[src/rtl/colgen_pkg.sv]
package colgen_pkg;

  localparam logic [2:0] LEN_CODE_PAGE = 3'b111;

  typedef struct packed {
    logic [2:0] len_code;
    logic       interleave;
    logic       wr_single;
  } burst_mode_t;

  function automatic logic len_code_ok(input logic [2:0] code, input logic il);
    case (code)
      3'b000, 3'b001, 3'b010, 3'b011: return 1'b1;
      3'b111:                         return !il;
      default:                        return 1'b0;
    endcase
  endfunction

endpackage

[src/rtl/colgen_mode_reg.sv]
module colgen_mode_reg
  import colgen_pkg::*;
#(
  parameter int MODE_W = 12
) (
  input  logic              clk,
  input  logic              rst,
  input  logic              load,
  input  logic [MODE_W-1:0] word,
  output burst_mode_t       mode,
  output logic              err
);

  localparam int LEN_LO  = 0;
  localparam int TYPE_B  = 3;
  localparam int LAT_LO  = 4;
  localparam int TEST_LO = 7;
  localparam int WSGL_B  = 9;
  localparam int HI_LO   = 10;

  burst_mode_t cand;
  logic [2:0]  lat;
  logic [1:0]  test_bits;
  logic        word_ok;

  always_comb begin
    cand.len_code   = word[LEN_LO +: 3];
    cand.interleave = word[TYPE_B];
    cand.wr_single  = word[WSGL_B];
    lat             = word[LAT_LO +: 3];
    test_bits       = word[TEST_LO +: 2];
    word_ok = len_code_ok(cand.len_code, cand.interleave)
              && (lat == 3'b010 || lat == 3'b011)
              && (test_bits == 2'b00)
              && (word[MODE_W-1:HI_LO] == '0);
  end

  always_ff @(posedge clk) begin
    if (rst) begin
      mode <= '{len_code: 3'b000, interleave: 1'b0, wr_single: 1'b0};
      err  <= 1'b0;
    end else begin
      err <= load && !word_ok;
      if (load && word_ok) mode <= cand;
    end
  end

endmodule

[src/rtl/colgen_order.sv]
module colgen_order #(
  parameter int COL_W = 8
) (
  input  logic [COL_W-1:0] base,
  input  logic [COL_W-1:0] idx,
  input  logic [COL_W-1:0] mask,
  input  logic             interleave,
  output logic [COL_W-1:0] addr
);

  logic [COL_W-1:0] low_part;

  always_comb begin
    if (interleave) low_part = base ^ idx;
    else            low_part = base + idx;
    addr = (base & ~mask) | (low_part & mask);
  end

endmodule

[src/rtl/colgen_ctrl.sv]
module colgen_ctrl
  import colgen_pkg::*;
#(
  parameter int COL_W = 8
) (
  input  logic             clk,
  input  logic             rst,
  input  logic             cke,
  input  logic             start,
  input  logic             start_write,
  input  logic [COL_W-1:0] start_col,
  input  logic             stop,
  input  burst_mode_t      mode,
  output logic [COL_W-1:0] col_addr,
  output logic             beat_valid,
  output logic             beat_last
);

  localparam logic [COL_W-1:0] ONE = COL_W'(1);

  logic             act_q, il_q, full_q;
  logic [COL_W-1:0] base_q, idx_q, mask_q;
  logic             act_n, il_n, full_n;
  logic [COL_W-1:0] base_n, idx_n, mask_n;
  logic [COL_W-1:0] start_mask;
  logic             single_wr;
  logic [COL_W-1:0] ord_addr;

  always_comb begin
    case (mode.len_code)
      3'b001:        start_mask = COL_W'(1);
      3'b010:        start_mask = COL_W'(3);
      3'b011:        start_mask = COL_W'(7);
      LEN_CODE_PAGE: start_mask = '1;
      default:       start_mask = '0;
    endcase
    single_wr = start_write && mode.wr_single;
  end

  always_comb begin
    act_n  = act_q;
    il_n   = il_q;
    full_n = full_q;
    base_n = base_q;
    idx_n  = idx_q;
    mask_n = mask_q;
    if (cke) begin
      if (start) begin
        act_n  = 1'b1;
        base_n = start_col;
        idx_n  = '0;
        mask_n = single_wr ? '0 : start_mask;
        il_n   = mode.interleave;
        full_n = !single_wr && (mode.len_code == LEN_CODE_PAGE);
      end else if (act_q) begin
        if (stop || beat_last) act_n = 1'b0;
        else                   idx_n = idx_q + ONE;
      end
    end
  end

  colgen_order #(.COL_W(COL_W)) u_order (
    .base       (base_n),
    .idx        (idx_n),
    .mask       (mask_n),
    .interleave (il_n),
    .addr       (ord_addr)
  );

  always_ff @(posedge clk) begin
    if (rst) begin
      act_q      <= 1'b0;
      il_q       <= 1'b0;
      full_q     <= 1'b0;
      base_q     <= '0;
      idx_q      <= '0;
      mask_q     <= '0;
      col_addr   <= '0;
      beat_valid <= 1'b0;
      beat_last  <= 1'b0;
    end else begin
      act_q      <= act_n;
      il_q       <= il_n;
      full_q     <= full_n;
      base_q     <= base_n;
      idx_q      <= idx_n;
      mask_q     <= mask_n;
      if (act_n) col_addr <= ord_addr;
      beat_valid <= act_n;
      beat_last  <= act_n && !full_n && (idx_n == mask_n);
    end
  end

endmodule

[src/rtl/sdram_burst_colgen.sv]
module sdram_burst_colgen
  import colgen_pkg::*;
#(
  parameter int COL_W  = 8,
  parameter int MODE_W = 12
) (
  input  logic              clk,
  input  logic              rst,
  input  logic              cfg_load,
  input  logic [MODE_W-1:0] cfg_word,
  output logic              cfg_err,
  input  logic              start,
  input  logic              start_write,
  input  logic [COL_W-1:0]  start_col,
  input  logic              stop,
  input  logic              cke,
  output logic [COL_W-1:0]  col_addr,
  output logic              beat_valid,
  output logic              beat_last
);

  burst_mode_t mode;

  colgen_mode_reg #(.MODE_W(MODE_W)) u_mode (
    .clk  (clk),
    .rst  (rst),
    .load (cfg_load),
    .word (cfg_word),
    .mode (mode),
    .err  (cfg_err)
  );

  colgen_ctrl #(.COL_W(COL_W)) u_ctrl (
    .clk         (clk),
    .rst         (rst),
    .cke         (cke),
    .start       (start),
    .start_write (start_write),
    .start_col   (start_col),
    .stop        (stop),
    .mode        (mode),
    .col_addr    (col_addr),
    .beat_valid  (beat_valid),
    .beat_last   (beat_last)
  );

endmodule

[config.mk]
export PLATFORM = sky130hd
export DESIGN_NAME = sdram_burst_colgen
export DESIGN_NICKNAME = d
export VERILOG_FILES = /design/src/rtl/colgen_pkg.sv /design/src/rtl/colgen_mode_reg.sv /design/src/rtl/colgen_order.sv /design/src/rtl/colgen_ctrl.sv /design/src/rtl/sdram_burst_colgen.sv
export SDC_FILE = /design/constraint.sdc
export NUM_CORES = 1
export LEC_CHECK = 0
export BUFFER_PORTS_ARGS = -buffer_cell sky130_fd_sc_hd__buf_2
export CORE_ASPECT_RATIO = 0.7
export CORE_MARGIN = 2
export CORE_UTILIZATION = 51
export CTS_BUF_LIST = sky130_fd_sc_hd__clkbuf_8 sky130_fd_sc_hd__clkbuf_16
export DETAILED_ROUTE_END_ITERATION = 10
export PLACE_DENSITY = 0.73
export SLEW_MARGIN = 20
export SYNTH_ARGS = -nofsm -noshare
export SYNTH_HDL_FRONTEND = slang
export SYNTH_SLANG_ARGS = --single-unit
[constraint.sdc]
create_clock -name clk -period 3.9 [get_ports clk]
set_input_delay 0.39 -clock clk [delete_from_list [all_inputs] [get_ports clk]]
set_output_delay 0.39 -clock clk [all_outputs]
set_load 0.01 [all_outputs]
# --- Word level (Yosys, flattened, before mapping) ---
# Index checks and enable logic that the tools add are counted.
op_classes:
  n_mux: 20
  reduce_logical: 19
  bitwise_logic: 5
  n_addsub: 2
  eq_ne: 11
ops:
  columns: ["operator", "n"]
  rows:
  - ["two-way mux 8 bit", 10]
  - ["one-hot mux 8 bit (4 select lines)", 1]
  - ["equality test 3 x 2 -> 1 bit, second input constant", 6]
  - ["AND 8 bit", 2]
  - ["logical AND 1 bit", 9]
  - ["adder 8 x 1 -> 8 bit, second input constant", 1]
  - ["adder 8 bit", 1]
  - ["equality test 8 bit", 1]
  - ["two-way mux 1 bit", 8]
  - ["NOT 8 bit", 1]
  - ["bitwise OR 8 bit", 1]
  - ["XOR 8 bit", 1]
  - ["equality test 3 x 1 -> 1 bit, second input constant", 2]
  - ["equality test 3 bit, second input constant", 2]
  - ["zero test 1 bit", 4]
  - ["zero test 2 bit", 2]
  - ["OR reduction 4 bit", 1]
  - ["zero test 3 bit", 1]
  - ["logical OR 1 bit", 2]
  - ["one-hot mux 1 bit (2 select lines)", 1]
totals:
  wordCells: 69
  register_bits: 42

# --- Logic depth before layout (Yosys ltp) ---
depth:
  ltp_word: 9
  mapped_depth: 16

# --- Hierarchy ---
# Synthesis repeated with hierarchy kept, for this count alone.
hier_totals:
  cells_unflattened: 288
  area_unflattened_um2: 2438.6
modules_own_cells:
  columns: ["mod", "area_each_um2", "cells_each", "seq_area_each_um2", "n_inst"]
  rows:
  - ["colgen_ctrl", 1716.6, 205, 720.7, 1]
  - ["colgen_order", 399.1, 55, 0.0, 1]
  - ["colgen_mode_reg", 322.8, 28, 120.1, 1]

# --- Least setup slack after synthesis ---
# Ideal clock, no wire load.
synth_path:
  kind: "in2reg"
  from: "input port stop"
  to: "register u_ctrl.col_addr[7]"
  slack_ns: 0.835
  required_time_ns: 3.783
  arrival_time_ns: 2.947
  path_buffers: 1
  path_stages: 13
  setup_ns: 0.117
  path_cell_list: "nand4bb_1 buf_4 nor3_1 nand3_1 xor2_1 nor2_1 ha_1 nand2_1 or3_1 o31a_1 xnor2_1 or3_1 a32o_1"
synth_via:
  elab_chain_len: 9
  word_cells_on_any_way: 14
synth_lines:
  columns: ["element", "line_no", "text"]
  rows:
  - ["start, declared", "sdram_burst_colgen.sv:15", "input logic stop,"]
  - ["logical OR 1 bit", "colgen_ctrl.sv:56", "if (stop || beat_last) act_n = 1'b0;"]
  - ["two-way mux 8 bit", "colgen_ctrl.sv:56", null]
  - ["two-way mux 8 bit", "colgen_ctrl.sv:55", "end else if (act_q) begin"]
  - ["two-way mux 8 bit", "colgen_ctrl.sv:48", "if (start) begin"]
  - ["two-way mux 8 bit", "colgen_ctrl.sv:47", "if (cke) begin"]
  - ["named net u_ctrl.idx_n[6]", "colgen_ctrl.sv:24", "logic [COL_W-1:0] base_n, idx_n, mask_n;"]
  - ["adder 8 bit", "colgen_order.sv:15", "else low_part = base + idx;"]
  - ["two-way mux 8 bit", "colgen_order.sv:14", "if (interleave) low_part = base ^ idx;"]
  - ["AND 8 bit", "colgen_order.sv:16", "addr = (base & ~mask) | (low_part & mask);"]
  - ["bitwise OR 8 bit", "colgen_order.sv:16", null]
  - ["end signal, assigned", "colgen_ctrl.sv:88", "if (act_n) col_addr <= ord_addr;"]
  - ["end, declared", "colgen_ctrl.sv:14", "output logic [COL_W-1:0] col_addr,"]
# The timed path passes the listed nets, and every way through them passes these cells.
# A chain may end at the register's enable or synchronous reset.

==> impl_metrics.env <==
export IMPL_portBuffers=36
export IMPL_placed_cells_incl_taps=359
export IMPL_use_met3=0.0463
export IMPL_setup_viol=0
export IMPL_final_nets=347
export IMPL_drt_pre_antenna_iters=4
export IMPL_cts_sinks=42
export IMPL_finalHoldViolations=0
export IMPL_layout_cells_non_filler=366
export IMPL_status="complete, no violations"
export IMPL_ant_nets=0
export IMPL_critical_path_startpoint_type="flip-flop"
export IMPL_grt_usage=0.225
export IMPL_clk_transition_reported_paths_ns=0.08
export IMPL_cts_tree="yes"
export IMPL_via_count=2020
export IMPL_design_core_area_um2=4380
export IMPL_grt_antenna_before_repair=0
export IMPL_cts_max_level=2
export IMPL_synth_sequential_area_ratio=0.357
export IMPL_final_design_area_no_fill_um2=2630
export IMPL_initial_utilization=0.537
export IMPL_max_slew_margin_rel=0.483
export IMPL_number_of_enable_flip_flop_cells_after_synthesis=0
export IMPL_postSynthRegisterBits=42
export IMPL_syn_area_um2=2350
export IMPL_chipHeight_um=60.8
export IMPL_timing_worst_setup_path_type="reg2reg"
export IMPL_end_kind="flip-flop"
export IMPL_power_density_nw_per_um2=307
export IMPL_clock_latency_of_the_later_clocked_register_in_the_worst_skew_pair_ns=0.30
export IMPL_vdd_drop_max_mv=0.164
export IMPL_layout_area_overhead_vs_synth_pct=11.7
export IMPL_worst_slew_pin_transition_ns=0.776
export IMPL_finalWeightedCongestion=0.839
export IMPL_grt_first_pass_wirelength_mm=8.87
export IMPL_synthesis_area_per_instance_um2=8.47
export IMPL_pin_count_of_the_biggest_net_entering_global_routing=43
export IMPL_proportion_of_register_bits_with_asynchronous_set_or_reset_after_synthesis=0
export IMPL_num_fill_cells=407
export IMPL_die_area_um2=5180
export IMPL_post_cts_resize_count=0
export IMPL_worstPathMaxFanout=6
export IMPL_critical_path_required_ns=4.10
export IMPL_mostFrequentLayoutCells="nor2_1 (42), dfxtp_1 (42), buf_2 (36)"
export IMPL_finClkSkew_ns=0.00325
export IMPL_placement_cell_area_um2=2550
export IMPL_synthesized_instance_count=278
export IMPL_via_per_inst=5.52
export IMPL_cts_root_cell="clkbuf_8"
export IMPL_drt_iter0_markers=104
export IMPL_slew_viol_final=0
export IMPL_unrepaired_setup_endpoints_after_global_routing="no"
export IMPL_detail_route_wl_per_cell_um=14.3
export IMPL_hpwl_mm=3.87
export IMPL_final_core_utilization=0.601
export IMPL_num_rows=20
export IMPL_post_cts_setup_buffer_count=0
export IMPL_grt_use_met1=0.331
export IMPL_io_pins=38
export IMPL_top_usage_layer="met1"
export IMPL_hold_path_class="in2reg"
export IMPL_min_delay_path_depth=3
export IMPL_met2_usage=0.330
export IMPL_multi_input_comb_area_um2=1390
export IMPL_period_needed_ns=3.28
export IMPL_synth_ff_type="dfxtp_1"
export IMPL_die_x_um=85.2
export IMPL_drc_errors=0
export IMPL_synth_warning_count=0
export IMPL_ff2ff_path_depth=12
export IMPL_setup_tns_final_ns=0
export IMPL_synthDistinctLibCells=53
export IMPL_fmax_mhz=305
export IMPL_final_seq_area_um2=841
export IMPL_synth_net_count=314
export IMPL_maxCapViolCount=0
export IMPL_n_antenna_cell=0
export IMPL_final_min_period_over_clock_period=0.842
export IMPL_gr_total_overflow=0
export IMPL_layout_drive_gt1_share=0.177
export IMPL_timing_critical_path_arrival_ns=3.48
export IMPL_first_global_vias=1817
export IMPL_postCtsHoldBufs=0
export IMPL_detail_route_wirelength_mm=5.25
export IMPL_cts_buffer_depth=2
export IMPL_cts_buffers=5
export IMPL_leakagePower_nw=1.15
per-layer routing:
layer,share of wire,routed length (um),up-vias
met5,0,0,-
met4,0.0025,13,0
met3,0.069,360,2
met2,0.42,2190,55
met1,0.51,2680,934
li1,-,-,1029
worst max-delay path: stages (launching register included):
cell	delay (ns)
dfxtp_1	0.45
nor3b_1	0.33
mux2_2	0.40
o22a_1	0.26
inv_1	0.09
ha_1	0.15
a21o_1	0.12
a21oi_1	0.08
or3_1	0.31
o31a_1	0.28
xnor2_1	0.15
or3_1	0.31
a32o_1	0.24
area by class of cell:
type | count | area share
multi-input cells | 210 | 0.530
flip-flops and latches | 42 | 0.320
repair buffers | 38 | 0.0742
clock buffers | 5 | 0.0262
well taps | 55 | 0.0262
inverters | 14 | 0.0200
clock inverters | 2 | 0.00381
registers in the layout, indices dropped and copies added (netlist names):
signal / cells
u_ctrl.idx_q: 8
u_ctrl.beat_last: 1
u_mode.mode: 5
u_ctrl.full_q: 1
u_ctrl.beat_valid: 1
u_ctrl.base_q: 8
u_ctrl.col_addr: 8
u_ctrl.mask_q: 8
u_mode.err: 1
u_ctrl.il_q: 1
synth_stat cells, types with 2 or more instances:
master / count / area [um2]
dfxtp_1: 42 / 841
nand3_1: 2 / 10.0
xor2_1: 7 / 61.3
nand4_1: 3 / 18.8
a21o_1: 2 / 15.0
mux2i_1: 13 / 130
buf_6: 2 / 22.5
nor3b_1: 4 / 30.0
clkbuf_1: 7 / 26.3
nor3_1: 8 / 40.0
o211ai_1: 2 / 15.0
nor4_1: 3 / 18.8
inv_1: 14 / 52.6
and2_1: 2 / 12.5
a21oi_1: 22 / 110
a211oi_1: 3 / 22.5
o21ai_0: 9 / 45.0
or3_1: 3 / 18.8
buf_2: 2 / 10.0
nor2b_1: 7 / 43.8
o21bai_1: 2 / 15.0
xnor2_1: 11 / 96.3
nand2_1: 29 / 109
nor4b_4: 2 / 47.6
ha_1: 8 / 100
nor2_1: 42 / 158
report_power, final:
part | total, W | leakage, nW | switching, W | internal [W]
Clock | 0.000268 | 0.0438 | 0.000148 | 0.000120
Combinational | 0.0000949 | 0.762 | 0.0000578 | 0.0000371
Sequential | 0.000444 | 0.341 | 0.00000540 | 0.000438
Total | 0.000807 | 1.15 | 0.000211 | 0.000596
kinds of logic (layout without fill, tap and decap cells):
family | after synthesis | in the layout | synth area share
xor+xnor | 18 | 18 | 0.0670
compound gates | 53 | 53 | 0.146
fa+ha+maj | 9 | 9 | 0.0510
flops | 42 | 42 | 0.357
simple gates | 115 | 115 | 0.262
mux | 15 | 15 | 0.0664
buf+inv | 26 | 59 | 0.0505
path summary, 6_finish.rpt:
| kind | startpoint | end | slack, ns |
|---|---|---|---|
| max | u_ctrl.beat_valid | u_ctrl.col_addr[7] | 0.62 |
| min | cfg_word[9] | u_mode.mode[0] | 0.33 |
| max reg2reg | u_ctrl.beat_valid | u_ctrl.col_addr[7] | 0.62 |
| min reg2reg | u_ctrl.col_addr[3] | u_ctrl.col_addr[3] | 0.46 |
metrics by stage:
step	hold WS (ns)	worst slack, ns	total power, W
4_1_cts	0.332	0.618	0.000816
3_3_place_gp	0.438	0.576	0.000546
6_report	0.329	0.618	0.000807
3_5_place_dp	0.441	0.543	0.000548
2_1_floorplan	0.455	0.835	0.000515
5_1_grt	0.330	0.358	0.000847
Note: power is estimated with default switching activity, not from simulation.
